### config.mk
export PLATFORM = sky130hd
export DESIGN_NAME = hs_word_buffer
export DESIGN_NICKNAME = d
export VERILOG_FILES = /design/src/rtl/hsb_pkg.sv /design/src/rtl/hsb_in_port.sv /design/src/rtl/hsb_slot.sv /design/src/rtl/hsb_out_port.sv /design/src/rtl/hs_word_buffer.sv
export SDC_FILE = /design/constraint.sdc
export NUM_CORES = 1
export LEC_CHECK = 0
export ABC_AREA = 1
export BUFFER_PORTS_ARGS = -buffer_cell sky130_fd_sc_hd__buf_2
export CAP_MARGIN = 20
export CORE_MARGIN = 2
export CORE_UTILIZATION = 35
export DETAILED_ROUTE_END_ITERATION = 10
export GPL_TIMING_DRIVEN = 0
export PLACE_DENSITY = 0.72
export SETUP_SLACK_MARGIN = 0.05
export SLEW_MARGIN = 5
export SYNTH_ARGS = -nofsm -noshare
export SYNTH_HDL_FRONTEND = slang
export SYNTH_SLANG_ARGS = --single-unit
### constraint.sdc
create_clock -name clk -period 1.2 [get_ports clk]
set_clock_uncertainty 0.2 [all_clocks]
set_input_delay 0.36 -clock clk [delete_from_list [all_inputs] [get_ports clk]]
set_output_delay 0.36 -clock clk [all_outputs]
set_load 0.01 [all_outputs]
### src/rtl/hsb_pkg.sv
package hsb_pkg;

  typedef enum logic [1:0] {
    OUT_IDLE  = 2'd0,
    OUT_OFFER = 2'd1,
    OUT_DRAIN = 2'd2
  } out_phase_e;

  // producer word may be taken: request up, own ack down, slot empty
  function automatic logic may_accept(input logic held, input logic ack_q, input logic req);
    return req && !ack_q && !held;
  endfunction

  // a stored word may be offered once the consumer ack has returned low
  function automatic logic may_offer(input logic held, input logic ack_in, input out_phase_e ph);
    return (ph == OUT_IDLE) && held && !ack_in;
  endfunction

endpackage

### src/rtl/hsb_in_port.sv
module hsb_in_port
  import hsb_pkg::*;
(
  input  logic clk,
  input  logic rst,
  input  logic req,
  input  logic held,
  output logic ack,
  output logic take
);

  logic ack_q;

  assign take = may_accept(held, ack_q, req);
  assign ack  = ack_q;

  always_ff @(posedge clk) begin
    if (rst) begin
      ack_q <= 1'b0;
    end else if (take) begin
      ack_q <= 1'b1;
    end else if (ack_q && !req) begin
      ack_q <= 1'b0;
    end
  end

endmodule

### src/rtl/hsb_slot.sv
module hsb_slot #(
  parameter int W = 32
) (
  input  logic         clk,
  input  logic         rst,
  input  logic         load,
  input  logic [W-1:0] din,
  input  logic         clear,
  output logic         full,
  output logic [W-1:0] word
);

  logic         full_q;
  logic [W-1:0] word_q;

  always_ff @(posedge clk) begin
    if (rst) begin
      full_q <= 1'b0;
      word_q <= '0;
    end else if (load) begin
      full_q <= 1'b1;
      word_q <= din;
    end else if (clear) begin
      full_q <= 1'b0;
    end
  end

  assign full = full_q;
  assign word = word_q;

endmodule

### src/rtl/hsb_out_port.sv
module hsb_out_port
  import hsb_pkg::*;
(
  input  logic clk,
  input  logic rst,
  input  logic held,
  input  logic ack_in,
  output logic req_out,
  output logic deliver,
  output logic done
);

  out_phase_e ph_q, ph_d;

  always_comb begin
    ph_d = ph_q;
    unique case (ph_q)
      OUT_IDLE:  if (may_offer(held, ack_in, ph_q)) ph_d = OUT_OFFER;
      OUT_OFFER: if (ack_in)  ph_d = OUT_DRAIN;
      OUT_DRAIN: if (!ack_in) ph_d = OUT_IDLE;
      default:   ph_d = OUT_IDLE;
    endcase
  end

  always_ff @(posedge clk) begin
    if (rst) ph_q <= OUT_IDLE;
    else     ph_q <= ph_d;
  end

  assign req_out = (ph_q == OUT_OFFER);
  assign deliver = (ph_q == OUT_OFFER) && ack_in;
  assign done    = (ph_q == OUT_DRAIN) && !ack_in;

endmodule

### src/rtl/hs_word_buffer.sv
module hs_word_buffer #(
  parameter int W = 32
) (
  input  logic         clk,
  input  logic         rst,
  input  logic         in_req,
  input  logic [W-1:0] in_data,
  output logic         in_ack,
  output logic         out_req,
  output logic [W-1:0] out_data,
  input  logic         out_ack
);

  // named internal events, used by the bound checker
  logic         take_evt;
  logic         deliver_evt;
  logic         done_evt;
  logic         full;
  logic [W-1:0] word;

  hsb_in_port u_in (
    .clk  (clk),
    .rst  (rst),
    .req  (in_req),
    .held (full),
    .ack  (in_ack),
    .take (take_evt)
  );

  hsb_slot #(.W(W)) u_slot (
    .clk   (clk),
    .rst   (rst),
    .load  (take_evt),
    .din   (in_data),
    .clear (done_evt),
    .full  (full),
    .word  (word)
  );

  hsb_out_port u_out (
    .clk     (clk),
    .rst     (rst),
    .held    (full),
    .ack_in  (out_ack),
    .req_out (out_req),
    .deliver (deliver_evt),
    .done    (done_evt)
  );

  assign out_data = word;

endmodule

==> impl_results.md, run 1 <==
- Routed vias/inst: 4.551
- CP startpoint kind: register
- Number of global-route vias before repair: 1446
- Mean post-synth cell area: 7.603 um2
- Skew-Pair Late Insertion Delay: 0.28 ns
- YS warnings: 0
- Synthesized instance count: 196
- DP HPWL: 2446 um
- Number of clock sinks: 36
- Area growth syn-to-layout: 63.73%
- Reg2reg path depth: 6
- Diode count: 0
- Drt total wl: 3943 um
- Metal2 WL: 1940 um
- Final Power: 3.092 mW
- DRT antenna net count: 0
- CTS tree: done
- Post-DP Area: 0.001909 mm2
- Post-synthesis sequential area ratio: 48.36%
- Clk pin slew, worst setup/hold paths: 0.07 ns
- Gr usage total: 16.82%
- # port buffers: 68
- Global-route wire length before repair: 6513 um
- Grt total ovfl: 0
- WP data required: 0.64 ns
- Normalized max-slew margin: 70.05%
- Final hold violations: 0
- Pin count of the biggest net entering global routing: 11
- Min cycle time layout: 1.433 ns
- Clk root buf: clkbuf_8
- Die Span X: 69.25 um
- Final period utilization: 119.4%
- Fraction of layout cells with a size suffix above 1: 53.52%
- Post-cts hold buffer count: 0
- Final Setup Violations: 65
- Hold crit path type: in2reg
- Synthesized area: 0.001490 mm2
- Final Max Slew Viols: 0
- # IOs: 70
- Gpl congestion: 0.7290
- Worst endpoint data arrival time: 0.87 ns
- Placed cell count: 314
- Hold depth: 2
- Synth unique cells: 15
- Die Ht: 69.25 um
- Failing checks: setup timing
- Final nets: 319
- H-tree Lvls: 2
- CTS Buf Count: 5
- Vias: 1520
- Cell area after layout: 0.002440 mm2
- Routed met3 length: 210 um
- Outcome: finished, violations left
- Worst slew pin tran: 0.4492 ns
- Worst setup margin: -0.2325 ns
- Drt pass-1 iters: 4
- Max Clk Rate: 698.1 MHz
- Mapped Nets: 232
- Max Buffers Root-to-Sink: 2
- Non-Filler Instances: 334
- Die area: 0.004796 mm2
- Max-Cap Viols: 0
- Mean routed wirelength per cell: 11.81 um
- Max Used Layer: met4
- PD cells: 1267 mW/mm2
- Worst IR Drop VDD: 761.0 uV
- Drt initial violations: 60
- Initial antenna violation count: 0
- Leakage: 1.156 nW
- Crit Path Max Fanout: 2
- Crit. End Element: primary output
- Core area: 0.004058 mm2
- Critical path class: reg2out
- FF+latch count, synth: 36
- M1 WL: 1756 um
- Post-route DRC: 0
- Initial Util: 36.73%
- Unrepaired setup endpoints after global routing: true
- Core Rows: 23
## synth_stat cells
master    count  area share [%]
nand2_1      33             8.3
buf_2         7             2.4
nor2_1       68              17
inv_1         4             1.0
nand3_1       2            0.67
buf_1         3            0.76
nor2_4        1            0.76
dfxtp_1      36              48
buf_6         3             2.3
inv_2         2            0.50
nand3b_1     32              16
nand2_2       1            0.42
nor3_1        1            0.34
a21oi_1       2            0.67
o21ai_1       1            0.34
## cell type report
| class | instances | area, um2 |
|---|---|---|
| tap | 50 | 62.56 |
| fill | 395 | 1618 |
| sequential | 36 | 767.0 |
| inverter | 6 | 27.53 |
| buffer | 12 | 98.84 |
| clock buffer | 8 | 90.09 |
| timing repair buffer | 81 | 678.2 |
| multi-input combinational | 141 | 715.7 |
## layer usage
layer	global-route usage, %	vias up
li1	-	790
met1	20.85	680
met2	28.31	46
met3	4.651	4
met4	5.229	0
met5	0	-
## worst max-delay path, cell delays in order (launching register included)
cell and delay, ns:
dfxtp_2 0.33, inv_2 0.04, nor2_2 0.09, buf_2 0.14
## cell usage in the layout (no fill, tap or decap)
cell / n
clkbuf_8: 6
nor2_4: 3
nor2_2: 12
buf_2: 38
inv_2: 2
clkbuf_2: 1
dfxtp_1: 1
buf_1: 2
clkinv_4: 1
nor3_1: 1
nand3_1: 2
a21oi_2: 1
nor2_1: 54
nand2_2: 1
nand2_1: 33
clkbuf_1: 2
buf_4: 4
o21ai_1: 1
inv_1: 3
dfxtp_2: 34
dfxtp_4: 1
buf_8: 1
a21oi_1: 1
buf_6: 47
nand3b_1: 32
## worst paths after layout
| check | from | endpoint | slack (ns) |
|---|---|---|---|
| worst max register to register | u_slot.full | u_slot.word[24] | -0.05 |
| worst min-delay path | rst | u_slot.full | 0.09 |
| worst min register to register | u_slot.word[28] | u_slot.word[28] | 0.28 |
| worst max-delay path | u_out.ph_q[0] | out_req | -0.23 |
## power breakdown
group          switching, mW  internal, mW  total [mW]
combinational          0.356         0.458       0.814
clock                  0.401         0.468       0.869
sequential            0.0840          1.32        1.41
## logic make-up after synthesis
kind of cell / count (synthesis) / share of synthesized area [%]
compound gates: 3 / 1.007
flops: 36 / 48.36
buf+inv: 19 / 6.884
simple gates: 138 / 43.74
## flip-flops by register name, indices dropped and copies added, names as in the netlist
register / cells
u_slot.full: 1
u_in.ack: 1
u_slot.word: 32
u_out.ph_q: 2
## per-stage QoR
stage | worst slack, ns | setup TNS [ns] | utilization (%) | hold slack [ns]
finish | -0.2325 | -3.681 | 60.13 | 0.08557
floorplan | 0.05053 | 0 | - | 0.2217
global placement | -0.2529 | -6.589 | 47.06 | 0.2585
detailed placement | -0.2675 | -6.436 | 47.06 | 0.2621
CTS | -0.2655 | -4.110 | 58.22 | 0.07176
global route | -0.2935 | -6.748 | 60.13 | 0.08957
## repair_timing
item	CTS	global route
resized for setup	87	19
gates cloned	5	0
pin swaps	18	10
setup buffers	5	4
endpoints found under the setup margin	64	67
Power figures use the tool's default switching activity.
==> run 2, diff against run 1 <==
Settings changed: PLACE_DENSITY 0.72 to 0.75, SYNTH_HIERARCHICAL set to 1.
==> impl_results.md, run 2 <==
- Final period utilization: 117.9%
- Max Buffers Root-to-Sink: 2
- Routed vias/inst: 4.465
- Cell area after layout: 0.002211 mm2
- Commonest non-fill, non-tap cell in the layout: nor2_1
- Worst endpoint data arrival time: 0.85 ns
- Drt initial violations: 43
- Crit. End Element: primary output
- Post-route DRC: 0
- Reg power frac: 48.3%
- Internal cell power: 2.156 mW
- Crit Path Max Fanout: 2
- Gpl congestion: 0.6849
- Vias: 1344
- Min cycle time layout: 1.415 ns
- Area growth syn-to-layout: 70.89%
- Worst setup margin: -0.2150 ns
- PD cells: 1307 mW/mm2
- Filler cells: 336
- Global-route wire length before repair: 5664 um
- Final nets: 288
- Diode count: 0
- Mean post-synth cell area: 7.794 um2
- # port buffers: 69
- Combinational fraction of design power: 22.4%
- Die Ht: 64.80 um
- Final core utilization: 61.31%
- Drt pass-1 iters: 4
- Number of clock sinks: 36
- # IOs: 70
- Grt total ovfl: 0
- Normalized max-slew margin: 85.94%
- Unrepaired setup endpoints after global routing: true
- Pin count of the biggest net entering global routing: 11
- Final Setup Violations: 67
- Core area: 0.003606 mm2
- Crit-path max cell delay: 0.33 ns
- CTS tree: done
- H-tree Lvls: 2
- CP startpoint kind: register
- Kind of cell adding the most delay to the critical path: flip-flops
- Commonest non-fill, non-tap cells in the layout: 56 x nor2_1, 40 x buf_6, 36 x buf_2, 35 x dfxtp_2, 32 x o21ai_0
- Final Max Slew Viols: 0
- Mean routed wirelength per cell: 11.13 um
- DRT antenna net count: 0
- Hold crit path type: in2reg
- Initial Util: 35.88%
- Net Sw Frac: 25.40%
- Clk pin slew, worst setup/hold paths: 0.06 ns
- Max-Cap Viols: 0
- Worst IR Drop VDD: 727.1 uV
- Leakage: 1.059 nW
- Outcome: finished, violations left
- Die Span X: 64.80 um
- Worst hold margin: 0.07857 ns
- Mapped Nets: 202
- Critical path class: reg2out
- Core Rows: 22
- Number of global-route vias before repair: 1332
- Initial antenna violation count: 0
- Post-DP Area: 0.001710 mm2
- Synthesized instance count: 166
- Final Power: 2.890 mW
- Drt total wl: 3350 um
- Gr usage total: 17.50%
- YS warnings: 6
- Slowest cell on the critical path: dfxtp_2
- Clock power share: 29.3%
- Failing checks: setup timing
- Synthesized area: 0.001294 mm2
- Fraction of layout cells with a size suffix above 1: 59.68%
- Die area: 0.004199 mm2
- DP HPWL: 2114 um
- CP cell instances: inv_2, nand2_2, inv_1, buf_2
- Sw power: 0.7342 mW
- WP data required: 0.64 ns
- Skew-Pair Late Insertion Delay: 0.27 ns
- CTS Buf Count: 5
- Worst slew pin tran: 0.2104 ns
- Max reg flops: 32
- Clk root buf: clkbuf_8
- Worst path bufs/invs: 3
- Final hold violations: 0
- Max Clk Rate: 706.7 MHz
## run 2: timing repair
| action | 4_1_cts | 5_1_grt |
|---|---|---|
| setup endpoints to repair | 65 | 67 |
| pin swaps | 3 | 1 |
| hold buffers | 0 | 0 |
| resized for setup | 93 | 6 |
| endpoints found under the hold margin | 0 | 0 |
| buffers inserted | 5 | 2 |
| cloned | 3 | 0 |
## run 2: area by class of cell
| cell class | instances | area, um2 | area share [%] |
|---|---|---|---|
| multi-input combinational | 111 | 513.0 | 23.20 |
| inverter | 10 | 40.04 | 1.811 |
| sequential | 36 | 768.2 | 34.75 |
| clock buffer | 8 | 90.09 | 4.075 |
| timing repair buffer | 79 | 641.9 | 29.03 |
| buffer | 9 | 97.59 | 4.414 |
| tap | 48 | 60.06 | 2.716 |
## run 2: path summary, 6_finish.rpt
path / startpoint / endpoint / slack (ns) / depth (start not counted)
max: u_out/ph_q[1] / out_req / -0.21 / 4
min: rst / u_slot/full / 0.08 / 2
max reg2reg: u_slot/full / u_slot/word[7] / -0.12 / 7
min reg2reg: u_out/ph_q[0] / u_out/ph_q[0] / 0.30 / 2
## run 2: power groups by stage
stage | combinational (mW) | clock [mW] | sequential, mW
floorplan | 0.198 | 0 | 1.43
global placement | 0.448 | 0 | 1.38
detailed placement | 0.455 | 0 | 1.38
CTS | 0.638 | 0.891 | 1.39
global route | 0.717 | 0.926 | 1.41
finish | 0.647 | 0.848 | 1.40
## run 2: metrics by stage
step | setup TNS [ns] | worst slack [ns] | std cells
finish | -5.683 | -0.2150 | 301
global route | -9.326 | -0.2581 | 301
CTS | -7.139 | -0.2258 | 299
detailed placement | -5.122 | -0.1790 | 283
global placement | -4.903 | -0.1679 | 283
floorplan | 0 | 0.01879 | 166
## run 2: metal layers
layer | GRT usage, % | share of wire [%]
met1 | 19.11 | 41
met2 | 31.44 | 52
met3 | 5.556 | 6.3
met4 | 6.383 | 0.63
met5 | 0 | 0
==> run 3, diff against run 2 <==
Settings changed: PLACE_DENSITY 0.75 to 0.72.
Clock period 1.2 ns to 1.4 ns, I/O delays scaled along.
==> impl_results.md, run 3 (synthesis gave the netlist of run 2 again) <==
- CTS Buf Count: 5
- CP cell instances: inv_2, nand2_2, inv_2, buf_6
- # IOs: 70
- Vias: 1374
- Number of clock sinks: 36
- Max-Cap Viols: 0
- Critical path depth: 4
- Skew-Pair Late Insertion Delay: 0.27 ns
- Pin count of the biggest net entering global routing: 11
- Most common cell on crit path: inv_2
- Max reg flops: 32
- Crit Path Max Fanout: 2
- Leakage: 1.096 nW
- Outcome: finished, violations left
- WP data required: 0.78 ns
- Area growth syn-to-layout: 87.23%
- Failing checks: setup timing
- H-tree Lvls: 2
- Number of global-route vias before repair: 1349
- Initial Util: 35.88%
- Worst path bufs/invs: 3
- Die Ht: 64.80 um
- Crit. End Element: primary output
- Final Max Slew Viols: 0
- CP startpoint kind: register
- PD cells: 1073 mW/mm2
- Initial antenna violation count: 0
- Max Buffers Root-to-Sink: 2
- Core Rows: 22
- DP HPWL: 2129 um
- Min cycle time layout: 1.466 ns
- Commonest non-fill, non-tap cell in the layout: nor2_1
- Filler cells: 299
- Max Clk Rate: 682.3 MHz
- Post-DP Area: 0.001702 mm2
- Diode count: 0
- Hold depth: 2
- Setup TNS: -0.6477 ns
- DRT antenna net count: 0
- Normalized max-slew margin: 85.71%
- Final period utilization: 104.7%
- Reg2reg path depth: 6
- Worst endpoint data arrival time: 0.85 ns
- Slowest cell on the critical path: dfxtp_2
- Crit-path max cell delay: 0.33 ns
- Worst setup margin: -0.06555 ns
- Worst IR Drop VDD: 620.3 uV
- Commonest non-fill, non-tap cells in the layout: 40 x nor2_1, 37 x buf_6, 36 x dfxtp_2, 35 x buf_2, 30 x o21ai_0
- Routed vias/inst: 4.535
- # port buffers: 69
- Critical path class: reg2out
- Clk pin slew, worst setup/hold paths: 0.07 ns
- Global-route wire length before repair: 5651 um
- Worst slew pin tran: 0.2122 ns
- Post-cts hold buffer count: 0
- Gr usage total: 17.61%
- Final Setup Violations: 29
- Drt pass-1 iters: 4
- Drt initial violations: 54
- Cell area after layout: 0.002422 mm2
- Grt total ovfl: 0
- Final hold violations: 0
- Fraction of layout cells with a size suffix above 1: 67.06%
- Unrepaired setup endpoints after global routing: true
- Die Span X: 64.80 um
- Die area: 0.004199 mm2
- Hold crit path type: in2reg
- Gpl congestion: 0.6972
- Kind of cell adding the most delay to the critical path: flip-flops
- Post-route DRC: 0
- Final nets: 290
- Core area: 0.003606 mm2
- Clk root buf: clkbuf_8
- Mean routed wirelength per cell: 12.30 um
- CTS tree: done
- Drt total wl: 3727 um
## run 3: worst reg2reg max path: cells and delay by family, from the launching register on
kind                   cells  cell delay (ns)
AND/OR/NAND/NOR            3             0.34
buffers and inverters      3             0.47
flip-flops                 1             0.33
## run 3: per-layer routing
layer	GRT usage (%)	part of all wire, %
met5	0	0
met4	9.840	1.4
met1	20.54	39
met2	28.87	54
met3	5.035	4.8
## run 3: timing repair
action | CTS | global route
endpoints found under the setup margin | 65 | 64
gates cloned | 0 | 3
gates resized for setup | 80 | 61
pin swaps | 1 | 11
buffers inserted | 5 | 4
## run 3: through the flow
stage          cells  worst slack (ns)  hold WS [ns]  utilization [%]  power, mW
6_report         303          -0.06555        0.1372            67.18      2.599
5_1_grt          303           -0.1044        0.1309            67.18      2.741
4_1_cts          296          -0.09028        0.1402            58.71      2.475
3_5_place_dp     283           -0.1802        0.2727            47.19      1.565
3_3_place_gp     283           -0.1600        0.2708            47.19      1.560
2_1_floorplan    166            0.1082        0.2457                -      1.389
## run 3: worst paths after layout
path / from / slack, ns / endpoint
worst max-delay path: u_out/ph_q[1] / -0.07 / out_req
worst min-delay path: rst / 0.14 / u_slot/full
worst max register to register: u_in/ack / -0.04 / u_slot/word[4]
worst min register to register: u_slot/full / 0.29 / u_slot/full
## run 3: power breakdown
group	switching, mW	internal [mW]	total, mW
clock network	0.337	0.401	0.738
logic	0.296	0.369	0.664
registers	0.0606	1.14	1.20
total	0.693	1.91	2.60
## run 3: layout make-up
class                      count  area, um2  area share, %
sequential                    36      765.7          31.61
timing repair buffer          81      711.9          29.39
multi-input combinational    111      641.9          26.50
buffer                         9      110.1          4.545
clock buffer                   8      90.09          3.719
tap                           48      60.06          2.479
inverter                      10      42.54          1.756
